[src/rtl/irq_rt_pkg.sv]
package irq_rt_pkg;

    localparam int VEC_W  = 8;
    localparam int DEST_W = 8;
    localparam int CPU_N  = 4;
    localparam int MODE_W = 3;

    localparam logic [MODE_W-1:0] DM_FIXED  = 3'd0;
    localparam logic [MODE_W-1:0] DM_LOWEST = 3'd1;
    localparam logic [MODE_W-1:0] DM_RSV_A  = 3'd3;
    localparam logic [MODE_W-1:0] DM_RSV_B  = 3'd6;

    typedef struct packed {
        logic [CPU_N-1:0]  affinity;
        logic [DEST_W-1:0] dest;
        logic              mask;
        logic              trigger;    // 1 = level
        logic              polarity;   // 1 = active low
        logic              dest_mode;  // 1 = logical
        logic [MODE_W-1:0] mode;
        logic [VEC_W-1:0]  vector;
    } rt_entry_t;

    localparam int ENTRY_W = $bits(rt_entry_t);

    function automatic logic mode_deliverable(input logic [MODE_W-1:0] m);
        return (m != DM_RSV_A) && (m != DM_RSV_B);
    endfunction

    function automatic rt_entry_t entry_at_reset();
        rt_entry_t e;
        e      = '0;
        e.mask = 1'b1;
        return e;
    endfunction

endpackage

[src/rtl/irq_pin_cond.sv]
module irq_pin_cond (
    input  logic clk,
    input  logic rst,
    input  logic pin_raw,
    input  logic active_low,
    output logic active,
    output logic went_active
);
    logic pin_q;
    logic active_prev;

    always_ff @(posedge clk) begin
        if (rst) begin
            pin_q       <= 1'b0;
            active_prev <= 1'b0;
        end else begin
            pin_q       <= pin_raw;
            active_prev <= active;
        end
    end

    assign active      = pin_q ^ active_low;
    assign went_active = active & ~active_prev;
endmodule

[src/rtl/irq_target_sel.sv]
module irq_target_sel
    import irq_rt_pkg::*;
#(
    parameter int PRIO_W = 8
) (
    input  rt_entry_t                 entry,
    input  logic [CPU_N*PRIO_W-1:0]   cpu_prio,
    output logic [CPU_N-1:0]          targets,
    output logic                      any_eligible
);
    localparam int CIDX_W = (CPU_N > 1) ? $clog2(CPU_N) : 1;

    logic [CPU_N-1:0]  eligible;
    logic [CPU_N-1:0]  lowest_hot;
    logic [CIDX_W-1:0] best_idx;
    logic [PRIO_W-1:0] best_prio;
    logic              found;

    for (genvar i = 0; i < CPU_N; i++) begin : g_elig
        logic selected;
        assign selected    = entry.dest_mode ? entry.dest[i]
                                             : (entry.dest == DEST_W'(i));
        assign eligible[i] = selected & entry.affinity[i];
    end

    always_comb begin
        found     = 1'b0;
        best_idx  = '0;
        best_prio = '0;
        for (int i = 0; i < CPU_N; i++) begin
            if (eligible[i] && (!found || (cpu_prio[i*PRIO_W +: PRIO_W] < best_prio))) begin
                found     = 1'b1;
                best_idx  = CIDX_W'(i);
                best_prio = cpu_prio[i*PRIO_W +: PRIO_W];
            end
        end
        lowest_hot           = '0;
        lowest_hot[best_idx] = found;
    end

    assign targets      = (entry.mode == DM_LOWEST) ? lowest_hot : eligible;
    assign any_eligible = |eligible;
endmodule

[src/rtl/irq_pin_arb.sv]
module irq_pin_arb #(
    parameter int NUM_PINS = 4,
    localparam int IDX_W   = (NUM_PINS > 1) ? $clog2(NUM_PINS) : 1
) (
    input  logic [NUM_PINS-1:0] req,
    output logic [NUM_PINS-1:0] grant,
    output logic [IDX_W-1:0]    grant_idx,
    output logic                grant_any
);
    always_comb begin
        grant_idx = '0;
        for (int i = NUM_PINS - 1; i >= 0; i--) begin
            if (req[i]) grant_idx = IDX_W'(i);
        end
    end

    assign grant     = req & (~req + 1'b1);
    assign grant_any = |req;
endmodule

[src/rtl/irq_redirect_router.sv]
module irq_redirect_router
    import irq_rt_pkg::*;
#(
    parameter int NUM_PINS = 4,
    parameter int PRIO_W   = 8,
    localparam int IDX_W   = (NUM_PINS > 1) ? $clog2(NUM_PINS) : 1
) (
    input  logic                      clk,
    input  logic                      rst,
    input  logic                      cfg_we,
    input  logic [IDX_W-1:0]          cfg_idx,
    input  logic [ENTRY_W-1:0]        cfg_wdata,
    output logic [ENTRY_W+1:0]        cfg_rdata,
    input  logic [NUM_PINS-1:0]       irq_pins,
    input  logic [CPU_N*PRIO_W-1:0]   cpu_prio,
    input  logic                      eoi_valid,
    input  logic [VEC_W-1:0]          eoi_vector,
    output logic                      msg_valid,
    output logic [VEC_W-1:0]          msg_vector,
    output logic [MODE_W-1:0]         msg_mode,
    output logic [CPU_N-1:0]          msg_targets,
    output logic [IDX_W-1:0]          msg_pin
);
    rt_entry_t             entries [NUM_PINS];
    logic [NUM_PINS-1:0]   ds_q;
    logic [NUM_PINS-1:0]   rirr_q;
    logic [NUM_PINS-1:0]   pin_act;
    logic [NUM_PINS-1:0]   pin_rise;
    logic [NUM_PINS-1:0]   has_target;
    logic [NUM_PINS-1:0]   ready;
    logic [NUM_PINS-1:0]   deliver;
    logic [NUM_PINS-1:0]   eoi_hit;
    logic [NUM_PINS-1:0]   mask_vec;
    logic [NUM_PINS-1:0]   lvl_vec;
    logic [CPU_N-1:0]      tgt [NUM_PINS];
    logic [IDX_W-1:0]      grant_idx;
    logic                  grant_any;

    for (genvar p = 0; p < NUM_PINS; p++) begin : g_pin
        irq_pin_cond u_cond (
            .clk         (clk),
            .rst         (rst),
            .pin_raw     (irq_pins[p]),
            .active_low  (entries[p].polarity),
            .active      (pin_act[p]),
            .went_active (pin_rise[p])
        );

        irq_target_sel #(.PRIO_W(PRIO_W)) u_sel (
            .entry        (entries[p]),
            .cpu_prio     (cpu_prio),
            .targets      (tgt[p]),
            .any_eligible (has_target[p])
        );

        assign mask_vec[p] = entries[p].mask;
        assign lvl_vec[p]  = entries[p].trigger;
        assign eoi_hit[p]  = eoi_valid && entries[p].trigger
                             && (entries[p].vector == eoi_vector);
        assign ready[p]    = ds_q[p] && !entries[p].mask && has_target[p]
                             && mode_deliverable(entries[p].mode);

        always_ff @(posedge clk) begin
            if (rst) begin
                entries[p] <= entry_at_reset();
                ds_q[p]    <= 1'b0;
                rirr_q[p]  <= 1'b0;
            end else begin
                if (cfg_we && (cfg_idx == IDX_W'(p)))
                    entries[p] <= rt_entry_t'(cfg_wdata);
                if (entries[p].trigger) begin
                    ds_q[p]   <= pin_act[p] & ~entries[p].mask & ~rirr_q[p] & ~deliver[p];
                    rirr_q[p] <= (rirr_q[p] | deliver[p]) & ~eoi_hit[p];
                end else begin
                    ds_q[p]   <= (ds_q[p] & ~deliver[p]) | (pin_rise[p] & ~entries[p].mask);
                    rirr_q[p] <= 1'b0;
                end
            end
        end
    end

    irq_pin_arb #(.NUM_PINS(NUM_PINS)) u_arb (
        .req       (ready),
        .grant     (deliver),
        .grant_idx (grant_idx),
        .grant_any (grant_any)
    );

    always_ff @(posedge clk) begin
        if (rst) begin
            msg_valid   <= 1'b0;
            msg_vector  <= '0;
            msg_mode    <= '0;
            msg_targets <= '0;
            msg_pin     <= '0;
        end else begin
            msg_valid <= grant_any;
            if (grant_any) begin
                msg_vector  <= entries[grant_idx].vector;
                msg_mode    <= entries[grant_idx].mode;
                msg_targets <= tgt[grant_idx];
                msg_pin     <= grant_idx;
            end
        end
    end

    assign cfg_rdata = {entries[cfg_idx], rirr_q[cfg_idx], ds_q[cfg_idx]};
endmodule

[config.mk]
export PLATFORM = sky130hd
export DESIGN_NAME = irq_redirect_router
export DESIGN_NICKNAME = d
export VERILOG_FILES = /design/src/rtl/irq_rt_pkg.sv /design/src/rtl/irq_pin_cond.sv /design/src/rtl/irq_target_sel.sv /design/src/rtl/irq_pin_arb.sv /design/src/rtl/irq_redirect_router.sv
export SDC_FILE = /design/constraint.sdc
export NUM_CORES = 1
export LEC_CHECK = 0
export BUFFER_PORTS_ARGS = -buffer_cell sky130_fd_sc_hd__buf_2
export CAP_MARGIN = 20
export CORE_MARGIN = 1.5
export CORE_UTILIZATION = 45
export CTS_CLUSTER_SIZE = 10
export DETAILED_ROUTE_END_ITERATION = 6
export GPL_ROUTABILITY_DRIVEN = 0
export GPL_TIMING_DRIVEN = 0
export PLACE_DENSITY_LB_ADDON = 0.15
export SETUP_SLACK_MARGIN = 0.1
export SLEW_MARGIN = 20
export SYNTH_ARGS = -nofsm -noshare
export SYNTH_HDL_FRONTEND = slang
export SYNTH_HIERARCHICAL = 1
export SYNTH_SLANG_ARGS = --single-unit
[constraint.sdc]
create_clock -name clk -period 19.2 [get_ports clk]
set_input_delay 3.84 -clock clk [delete_from_list [all_inputs] [get_ports clk]]
set_output_delay 3.84 -clock clk [all_outputs]
set_load 0.02 [all_outputs]
---- Word level (Yosys, flattened, before mapping) ----
Memories as Yosys holds them, arrays and structs flattened. A register that Yosys moved wholly into a read port is not among the register bits.
Cells that the tools add are included.
storage, ports and cells
  flip-flop bits (word level) ............. 23
  bits in writable memories ............... 108
  output and inout port bits .............. 47
  memories kept ........................... 1
memories
  memory   depth  width  read ports  clocked after Yosys merged registers in  wr ports  line                       RTL
  entries  4      27     6           1                                        4         irq_redirect_router.sv:24  rt_entry_t entries [NUM_PINS];
cells by class
  add/subtract/negate cells ............... 1
  magnitude comparators ................... 22
  equality and inequality tests ........... 31
  multiplexer cells ....................... 101
  bitwise gates (word level) .............. 91
  reduce and logical (&&, ||, !) cells .... 86
operators by type and width
  operator            count
  $mux 27             4
  $lt 8x8->1          12
  $mux 8              12
  $eq 8x2->1 const B  8
  $mux 1              60
  $and 1x1->1         44
  $logic_and 1x1->1   44
  $eq 8x1->1 const B  4
  $eq 8x8->1          4
  $logic_not 8->1     4
  $mux 2              12
  $mux 4              6
  $not 1->1           24
  $and 4x4->4         5
  $reduce_or 4->1     5
  $logic_not 1->1     16
  $lt 2x3->1 const B  5
  $eq 3x1->1 const B  4
  $logic_or 1x1->1    12
  $ne 3x2->1 const B  4
  $ne 3x3->1 const B  4
  $or 1x1->1          12
  $bmux 4 s2          1
  $demux 1 s2         4
  11 further kinds    22

---- Longest topological paths before layout ----
Gate-level depths: netlist of the first run.
An unclocked memory read counts as a cell.
  word-level depth ........................ 26
  mapped depth ............................ 33

---- Modules after synthesis ----
Netlist of the first run, hierarchy kept.
by module, submodules not included
  module                               instances  cells each  area an instance (µm²)
  irq_redirect_router                  1          454         6595.1
  irq_target_sel (g_pin[0].u_sel ...)  2          161         1122.3
  irq_target_sel (g_pin[3].u_sel)      1          148         1121.1
  irq_target_sel (g_pin[2].u_sel)      1          145         1082.3
  irq_pin_cond                         4          7           66.3
  irq_pin_arb                          1          10          58.8

---- Worst setup path after synthesis of the first run ----
OpenSTA, ideal clock, no wires.
  path kind ............................... input to register
  from .................................... input port cpu_prio[5]
  to ...................................... register msg_targets[0]
  library setup time ...................... 0.128 ns
  data arrival time ....................... 9.336 ns
  setup slack ............................. 9.737 ns
  stages .................................. 28
  path buffers ............................ 1
  path through ............................ nand2_1 -> ha_1 -> a21oi_1 -> o21ai_0 -> a21oi_1 -> o31ai_1 -> buf_2 -> a31oi_1 -> ha_1 -> a21oi_1 -> nor2b_1 -> o21ai_0 -> o211ai_1 -> a21o_1 -> a21oi_4 -> mux2_2 -> ha_1 -> a21oi_1 -> nor2b_1 -> o21ai_0 -> o21ai_0 -> or3_1 -> nor3_1 -> or3_4 -> o22ai_1 -> mux4_2 -> mux2i_1 -> nor2_1
RTL lines
  element                 line                        RTL
  start: declaration      irq_redirect_router.sv:15   input logic [CPU_N*PRIO_W-1:0] cpu_prio,
  end signal: assignment  irq_redirect_router.sv:101  msg_targets <= tgt[grant_idx];
  end: declaration        irq_redirect_router.sv:21   output logic [CPU_N-1:0] msg_targets,

==> results.toml, run 1 <==
[sta]
period_share = 0.5588
slew_headroom = 0.2521
hold_ws_ps = 500.2
layout_min_cycle_time_ps = 10730
setup_viol = 0
tns_ps = 0
final_hold_viol_count = 0
final_max_slew_viol_count = 0
fmax_ghz = 0.09320
worst_pin_slew_ps = 1112
rsz0062_at_grt = "false"
skew_ps = 11.28

[min_path]
hold_class = "flop to flop"

[worst_setup_path]
critPathArrivalTime_ps = 11030
crit_path_top_delay_cell = "o31ai_1"
crit_required_ps = 19500
endpoint_kind = "flop"
worstPathBufferInverterCount = 2
worstSetupPathType = "input port to flop"
worst_path_largest_cell_delay_ps = 960
crit_fanout = 10
crit_family = "compound AO/OA/AOI/OAI gates"
critPathLaunchType = "input port"

[global_routing]
grt_first_pass_wirelength_mm = 51.76
grt_pass1_vias = 8981
antenna_found_initial = 0
grt_max_degree = 28
track_usage = 0.2647
overflow = 0

[die]
design.die.area_um2 = 26220
initial_core_util = 0.4633
core-area_um2 = 24530
die-width_um = 161.9
ios = 124
rows = 57
dieHeight_um = 161.9

[power_and_ir_drop]
power.density_nw_per_um2 = 70.40
leakagePower_nw = 5.020
design_power_total_mw = 0.9144
irDropWorstVdd_mv = 0.05507

[clock_tree]
cts.sinks = 142
worst_setup_hold_path_clk_slew_ps = 60
post_cts_resized = 0
ctsLongestPathBuffers = 2
post_cts_buffers = 0
cts_tree = "yes"
hold_buffers = 0
cts_buffers = 17
htreeDepth = 4
cts-root-buf = "clkbuf_16"
insertion_delay_ps = 440

[drt]
avgRoutedWirePerCell_um = 21.72
wl_mm = 34.39
drt-initial-drc-count = 685
vias = 9316
antenna_left = 0
drc = 0
vias_per_cell = 5.885
first_pass_iters = 5

[logic_synthesis]
yosys.cell_types.count = 88
synth_area_um2 = 11370
synth.avg_cell_area_um2 = 10.27
synth_enable_flop_cells = 108
seq_area_frac_synth = 0.3452
synth_nets = 1268
synth_seq_cells = 142
yosys_warnings = 6
synth_cells = 1107
async_flop_share = 0
synth-main-ff-cell = "edfxtp_1"

[finish]
final_net_count = 1407
antenna_cells = 0
drive_above_1_share = 0.2486
nFillCells = 2279
area_growth_pct = 14.27
fin_cells = 1583

[place]
dp_hpwl_mm = 26.65
numPlacedInstances = 1551
port_buffers = 120

[status]
status = "finished, final reports clean"

[job]
drv_cap = 0
state kept, by name (all words and copies together) (netlist names):
name	count
ds_q	4
entries	108
g_pin.u_cond/active_prev	4
g_pin.u_cond/pin_q	4
msg_mode	3
msg_pin	2
msg_targets	4
msg_valid	1
msg_vector	8
rirr_q	4
report_power, final:
group	switching, mW	internal [mW]
clock	0.133	0.207
combinational	0.118	0.0825
sequential	0.0215	0.353
per-layer routing:
| metal | part of all wire | vias to the layer above | routed length, um | GRT usage |
|---|---|---|---|---|
| met5 | 0 | - | 0 | 0 |
| met3 | 0.049 | 61 | 1694 | 0.03243 |
| li1 | - | 4440 | - | - |
| met1 | 0.43 | 4539 | 14950 | 0.3507 |
| met4 | 0.029 | 0 | 1008 | 0.09800 |
| met2 | 0.49 | 276 | 16740 | 0.4452 |
per-stage QoR:
step / cell area (um2) / utilization / setup WS, ps
after floorplan: 11370 / - / 9737
after global placement: 12370 / 0.5043 / 8109
after detailed placement: 12370 / 0.5043 / 8031
after CTS: 12980 / 0.5292 / 8472
after global routing: 12990 / 0.5294 / 7991
final: 12990 / 0.5294 / 8471
logic make-up after synthesis:
kind of cell / Yosys count / share of synthesized area
multiplexers: 86 / 0.1225
AO/OA/AOI/OAI: 224 / 0.1507
XOR/XNOR: 40 / 0.03082
AND/OR/NAND/NOR: 434 / 0.2152
adder cells (fa/ha/maj): 84 / 0.09246
buffers and inverters: 97 / 0.04315
flip-flops: 142 / 0.3452
synth_stat cells, types with 5 or more instances:
cell | count | area, um2
and2_1 | 108 | 675.7
edfxtp_1 | 108 | 3243
ha_1 | 84 | 1051
nor2_1 | 82 | 307.8
nand2_1 | 79 | 296.5
inv_1 | 57 | 214.0
a21oi_1 | 52 | 260.3
mux4_2 | 40 | 900.9
dfxtp_1 | 34 | 680.7
o21ai_0 | 31 | 155.2
nand3_1 | 30 | 150.1
mux2_2 | 25 | 281.5
xnor2_1 | 22 | 192.7
mux2i_1 | 21 | 210.2
a21o_1 | 19 | 142.6
nor2b_1 | 18 | 112.6
xor2_1 | 18 | 157.7
a31oi_1 | 17 | 106.4
nand4_1 | 17 | 106.4
nand2b_1 | 16 | 100.1
o22ai_1 | 13 | 81.33
buf_6 | 11 | 123.9
nor4_1 | 11 | 68.82
buf_2 | 10 | 50.05
nor3_1 | 10 | 50.05
or2_2 | 9 | 56.30
nor3b_1 | 8 | 60.06
a211oi_1 | 7 | 52.55
a31o_1 | 7 | 61.31
and3_1 | 7 | 43.79
buf_4 | 7 | 52.55
clkbuf_1 | 6 | 22.52
o221ai_1 | 6 | 52.55
or4_4 | 6 | 67.56
a31o_2 | 5 | 43.79
nand3b_1 | 5 | 37.54
o211ai_1 | 5 | 37.54
worst paths after layout:
| kind | to | startpoint | slack [ps] | depth (start not counted) |
|---|---|---|---|---|
| min | msg_mode[1]$_SDFFE_PP0P_ | msg_mode[1]$_SDFFE_PP0P_ | 500 | 2 |
| max reg2reg | msg_targets[0]$_SDFFE_PP0P_ | entries[0][21]$_SDFFCE_PN0P_ | 9740 | 30 |
| min reg2reg | msg_mode[1]$_SDFFE_PP0P_ | msg_mode[1]$_SDFFE_PP0P_ | 500 | 2 |
| max | msg_targets[0]$_SDFFE_PP0P_ | cpu_prio[5] | 8470 | 28 |
worst min-delay path: cells and delay by family (launching register included):
kind	cells	cell delay, ps
DFF	1	330
and+or+nand+nor	1	70
muxes	1	70
layout make-up:
cell class                 instances  area, um2  area share
buffer                            38      269.0     0.02071
clock buffer                      22      484.2     0.03728
clock inverter                    10      126.4    0.009729
inverter                          59      221.5     0.01705
multi-input combinational        868       6958      0.5357
sequential                       142       3924      0.3021
tap                              324      405.4     0.03121
timing repair buffer             120      600.6     0.04624
placed cells by master (no fill, tap or decap), types with 8 or more instances in the layout:
master,synthesis,final
nor2_1,82,82
mux2_2,25,25
a31oi_1,17,17
nand2_1,79,79
inv_1,57,57
nand2b_1,16,16
nor3b_1,8,8
mux2i_1,21,21
a21oi_1,52,52
a21o_1,19,19
clkbuf_16,0,17
nor4_1,11,11
edfxtp_1,108,108
or2_2,9,9
dfxtp_1,34,34
buf_2,10,130
ha_1,84,84
nor3_1,10,10
o21ai_0,31,31
mux4_2,40,40
xnor2_1,22,22
nand3_1,30,30
and2_1,108,108
xor2_1,18,18
buf_6,11,11
nand4_1,17,17
nor2b_1,18,18
o22ai_1,13,13
(Power assumes the default switching activity.)
==> run 2, diff against run 1 <==
Settings changed: ABC_AREA from default to 1.
Clock period 19.2 ns to 10 ns, I/O delays scaled along.
==> results.toml, run 2 <==
[clock_tree]
post_cts_resized = 0
htreeDepth = 4
cts.sinks = 142
worst_setup_hold_path_clk_slew_ps = 70
post_cts_buffers = 0
insertion_delay_ps = 440
cts_buffers = 17
cts-root-buf = "clkbuf_16"
cts_tree = "yes"
hold_buffers = 0
ctsLongestPathBuffers = 2

[sta]
slew_headroom = 0.4392
tns_ps = 0
worst_pin_slew_ps = 841.2
layout_min_cycle_time_ps = 7041
setup_viol = 0
final_hold_viol_count = 0
rsz0062_at_grt = "false"
final_max_slew_viol_count = 0
period_share = 0.7041
fmax_ghz = 0.1420
skew_ps = 9.778

[logic_synthesis]
synth.avg_cell_area_um2 = 7.151
synth_enable_flop_cells = 108
synth_area_leaders = "edfxtp_1, nand2_1, ha_1"
synth_cells = 1487
synth_nets = 1648
yosys_warnings = 6
yosysMostFrequentCell = "nand2_1"
seq_area_frac_synth = 0.3690
synth_common_cells = "nand2_1, nor2_1, inv_1"
synth-main-ff-cell = "edfxtp_1"
synth_top_area_frac = 0.3050
yosysTopAreaCell = "edfxtp_1"
yosys.cell_types.count = 34
synth_seq_cells = 142
synth_area_um2 = 10630
async_flop_share = 0

[drt]
drc = 0
wl_mm = 34.53
antenna_left = 0
vias = 10500
first_pass_iters = 6
avgRoutedWirePerCell_um = 17.60
drt-initial-drc-count = 1114
vias_per_cell = 5.353

[worst_setup_path]
critPathArrivalTime_ps = 7370
ff2ff_setup_slack_ps = 3380
crit_family = "compound AO/OA/AOI/OAI gates"
worst_path_largest_cell_delay_ps = 510
crit_fanout = 10
cp-endpoint = "msg_targets[1]$_SDFFE_PP0P_"
crit_path_top_delay_cell = "o21ai_0"
reg2regPathDepth = 37
worstSetupPathDepth = 33
critPathLaunchType = "input port"
crit_top_cell = "nand2_1"
r2r-end = "msg_targets[1]$_SDFFE_PP0P_"
worstPathBufferInverterCount = 5
r2r-start = "entries[3][20]$_SDFFCE_PN0P_"
endpoint_kind = "flop"
crit_required_ps = 10330
startpoint = "cpu_prio[5]"
worstSetupPathType = "input port to flop"

[power_and_ir_drop]
clkPwrFrac = 0.358
power.density_nw_per_um2 = 141.8
switching_power_mw = 0.5980
p_seq_frac = 0.409
irDropWorstVdd_mv = 0.09654
p_sw_frac = 0.3423
intPower_mw = 1.149
p_comb_frac = 0.232
leakagePower_nw = 6.091

[global_routing]
grt_pass1_vias = 9462
antenna_found_initial = 0
grt_first_pass_wirelength_mm = 51.71
grt_max_degree = 28
track_usage = 0.2829
overflow = 0

[finish]
drive_above_1_share = 0.1534
area_growth_pct = 15.85
final_net_count = 1791
final_common_cell = "nand2_1"
regMostFlops = "entries"
reg.largest.list = "entries x108, msg_vector x8"
antenna_cells = 0
largest_reg_flops = 108
mostFrequentLayoutCells = "nand2_1, nor2_1, inv_1, buf_2, edfxtp_1"
final_cell_area_um2 = 12320

[die]
design.die.area_um2 = 24560
rows = 56
initial_core_util = 0.4558
dieHeight_um = 156.7
die-width_um = 156.7
ios = 124
core-area_um2 = 23330

[status]
status = "finished, final reports clean"

[place]
dp_hpwl_mm = 26.37
placed_area_um2 = 11750
port_buffers = 121

[job]
drv_cap = 0

[min_path]
hp-start = "msg_vector[0]$_SDFFE_PP0P_"
hold_class = "flop to flop"
[run 2: cell count changes after synthesis, moves of 37 or more]
cell / delta
mux4_2: -40
nand2_1: +315
and2_1: -108
o21ai_1: +44
inv_1: +113
nor2_1: +155
a22oi_1: +37
[run 2: worst min-delay path by stage]
| stage | end | slack [ps] | cells after the start |
|---|---|---|---|
| after CTS | msg_vector[0]$_SDFFE_PP0P_ | 530 | 2 |
| after global placement | msg_pin[1]$_SDFFE_PP0P_ | 510 | 2 |
| after global routing | g_pin[1].u_cond/active_prev$_SDFF_PP0_ | 560 | 3 |
| final | msg_vector[0]$_SDFFE_PP0P_ | 530 | 2 |
| after floorplan | g_pin[1].u_cond/active_prev$_SDFF_PP0_ | 510 | 3 |
| after detailed placement | msg_vector[0]$_SDFFE_PP0P_ | 520 | 2 |
[run 2: through the flow]
stage                     worst slack [ps]  cells    util  total power, mW  hold WS, ps
after global routing                  2588   1962  0.5280            1.831        561.7
final                                 2959   1962  0.5280            1.747        530.5
after detailed placement              2711   1930  0.5035            1.127        517.9
after floorplan                       4031   1487       -           0.9801        513.0
after global placement                2678   1927  0.4988            1.115        513.8
after CTS                             3121   1962  0.5280            1.744        531.1
[run 2: cells by family after synthesis]
group | share of synthesized area
xor+xnor | 0.009883
compound gates | 0.1380
buf+inv | 0.08742
simple gates | 0.2969
fa+ha+maj | 0.09884
flops | 0.3690
[run 2: power by group through the flow]
stage	registers, mW	clock network, mW	logic (mW)
floorplan	0.723	0	0.257
global placement	0.728	0	0.387
detailed placement	0.727	0	0.400
CTS	0.714	0.628	0.402
global route	0.720	0.656	0.455
finish	0.715	0.626	0.406
[run 2: layer usage]
metal / GRT usage / wire (um)
met1: 0.3948 / 15870
met2: 0.4513 / 15330
met3: 0.04209 / 2479
met4: 0.08617 / 854
met5: 0 / 0
[run 2: area by class of cell]
class | count | area, um2
plain buffers | 45 | 193.9
clock buffers | 18 | 429.2
clock inverters | 14 | 141.4
fillers | 2336 | 11010
inverters | 196 | 735.7
multi-input cells | 1104 | 5808
flip-flops and latches | 142 | 3924
well taps | 319 | 399.1
repair buffers | 124 | 688.2
[run 2: worst reg2reg max path, delay by kind of cell (launching register included)]
kind,cells,cell delay [ps]
flip-flops,1,420
AO/OA/AOI/OAI,8,2130
adder cells (fa/ha/maj),3,900
AND/OR/NAND/NOR,21,2270
buffers and inverters,5,810
==> run 3, diff against run 2 <==
Settings changed: ABC_AREA 1 to 0.
Clock period 10 ns to 6.9 ns, I/O delays scaled along.
==> results.toml, run 3 (same netlist as run 1, synthesis figures left out) <==
[status]
status = "complete, but fails checks"
violations = "negative setup slack"

[place]
port_buffers = 120
numPlacedInstances = 1551
dp_hpwl_mm = 26.79
pre_cts_slack_ps = -1335
placed_area_um2 = 12450

[sta]
setup_viol = 4
final_hold_viol_count = 0
period_share = 1.048
hold_ws_ps = 499.9
rsz0062_at_grt = "true"
skew_ps = 10.53
timing.final.ws_setup_ps = -331.5
worst_pin_slew_ps = 1133
fmax_ghz = 0.1383
slew_headroom = 0.2383
layout_min_cycle_time_ps = 7232
final_max_slew_viol_count = 0
tns_ps = -1035

[power_and_ir_drop]
leakagePower_nw = 5.761
power.density_nw_per_um2 = 182.3
irDropWorstVdd_mv = 0.1565
design_power_total_mw = 2.709

[drt]
vias = 10150
first_pass_iters = 7
drc = 0
wl_mm = 38.55
drt-initial-drc-count = 762
vias_per_cell = 6.036
antenna_left = 0
avgRoutedWirePerCell_um = 22.93

[finish]
multi_input_area_um2 = 7960
fin_cells = 1681
antenna_cells = 0
area_growth_pct = 30.73
regMostFlops = "entries"
reg.largest.list = "entries x108, msg_vector x8"
drive_above_1_share = 0.3861
fin_util = 0.6057
final_common_cell = "buf_2"
final_cell_area_um2 = 14860
seqCellArea_um2 = 3924
nFillCells = 2032
final_net_count = 1505
largest_reg_flops = 108
mostFrequentLayoutCells = "buf_2, and2_1, edfxtp_1, buf_4, nor2_1"

[die]
design.die.area_um2 = 26220
initial_core_util = 0.4633
ios = 124
core-area_um2 = 24530
die-width_um = 161.9
dieHeight_um = 161.9
rows = 57

[global_routing]
overflow = 0
grt_first_pass_wirelength_mm = 56.54
grtUsageMet2 = 0.4840
grt_pass1_vias = 9909
antenna_found_initial = 0
track_usage = 0.2871
gr-usage-met1 = 0.3762
grtUsageMet3 = 0.03779
grt_max_degree = 28
top_usage_layer = "met2"

[worst_setup_path]
crit_required_ps = 7200
endpoint_kind = "flop"
crit_top_cell = "o31ai_4"
worstSetupPathType = "flop to flop"
crit_fanout = 8
worst_path_largest_cell_delay_ps = 610
critPathLaunchType = "flop"
crit_path_top_delay_cell = "or4_4"
critPathArrivalTime_ps = 7530

[clock_tree]
insertion_delay_ps = 430
cts-root-buf = "clkbuf_16"
cts_buffers = 17
htreeDepth = 4
cts.sinks = 142
ctsLongestPathBuffers = 2
cts_tree = "yes"
worst_setup_hold_path_clk_slew_ps = 70

[min_path]
hold_class = "flop to flop"

[job]
drv_cap = 0
-- run 3: worst paths after layout --
kind                            cells past startpoint  slack, ps                          from                           to
worst min register to register                      2        500       msg_pin[0]$_SDFFE_PP0P_      msg_pin[0]$_SDFFE_PP0P_
worst min-delay path                                2        500       msg_pin[0]$_SDFFE_PP0P_      msg_pin[0]$_SDFFE_PP0P_
worst max register to register                     32       -330  entries[0][22]$_SDFFCE_PN0P_  msg_targets[1]$_SDFFE_PP0P_
worst max-delay path                               32       -330  entries[0][22]$_SDFFCE_PN0P_  msg_targets[1]$_SDFFE_PP0P_
-- run 3: area by class of cell --
type | instances | share of cell area
clock buffers | 18 | 0.02888
inverters | 59 | 0.01490
flip-flops and latches | 142 | 0.2640
well taps | 324 | 0.02728
clock inverters | 14 | 0.01221
multi-input cells | 868 | 0.5357
plain buffers | 38 | 0.02038
repair buffers | 218 | 0.09666
-- run 3: worst max-delay path, delay by kind of cell, from the launching register on --
kind	cells	cell delay, ps
adder cells (fa/ha/maj)	3	790
buffers and inverters	4	730
multiplexers	3	980
AND/OR/NAND/NOR	9	1720
AO/OA/AOI/OAI	13	2480
flip-flops	1	420
-- run 3: timing repair --
item                       CTS  global route
buffers inserted            68            30
gates resized for setup    123            61
hold buffers                 0             0
setup endpoints to repair    4             4
gates cloned                 2             0
pin swaps                   67            48
-- run 3: power breakdown --
group / internal (mW) / total, mW / switching (mW)
sequential: 0.981 / 1.04 / 0.0578
clock: 0.576 / 0.961 / 0.385
combinational: 0.311 / 0.709 / 0.399
total: 1.87 / 2.71 / 0.841
-- run 3: layer usage --
layer | share of wire | vias up
met2 | 0.48 | 405
li1 | - | 4648
met4 | 0.040 | 0
met5 | 0 | -
met1 | 0.42 | 4994
met3 | 0.061 | 100
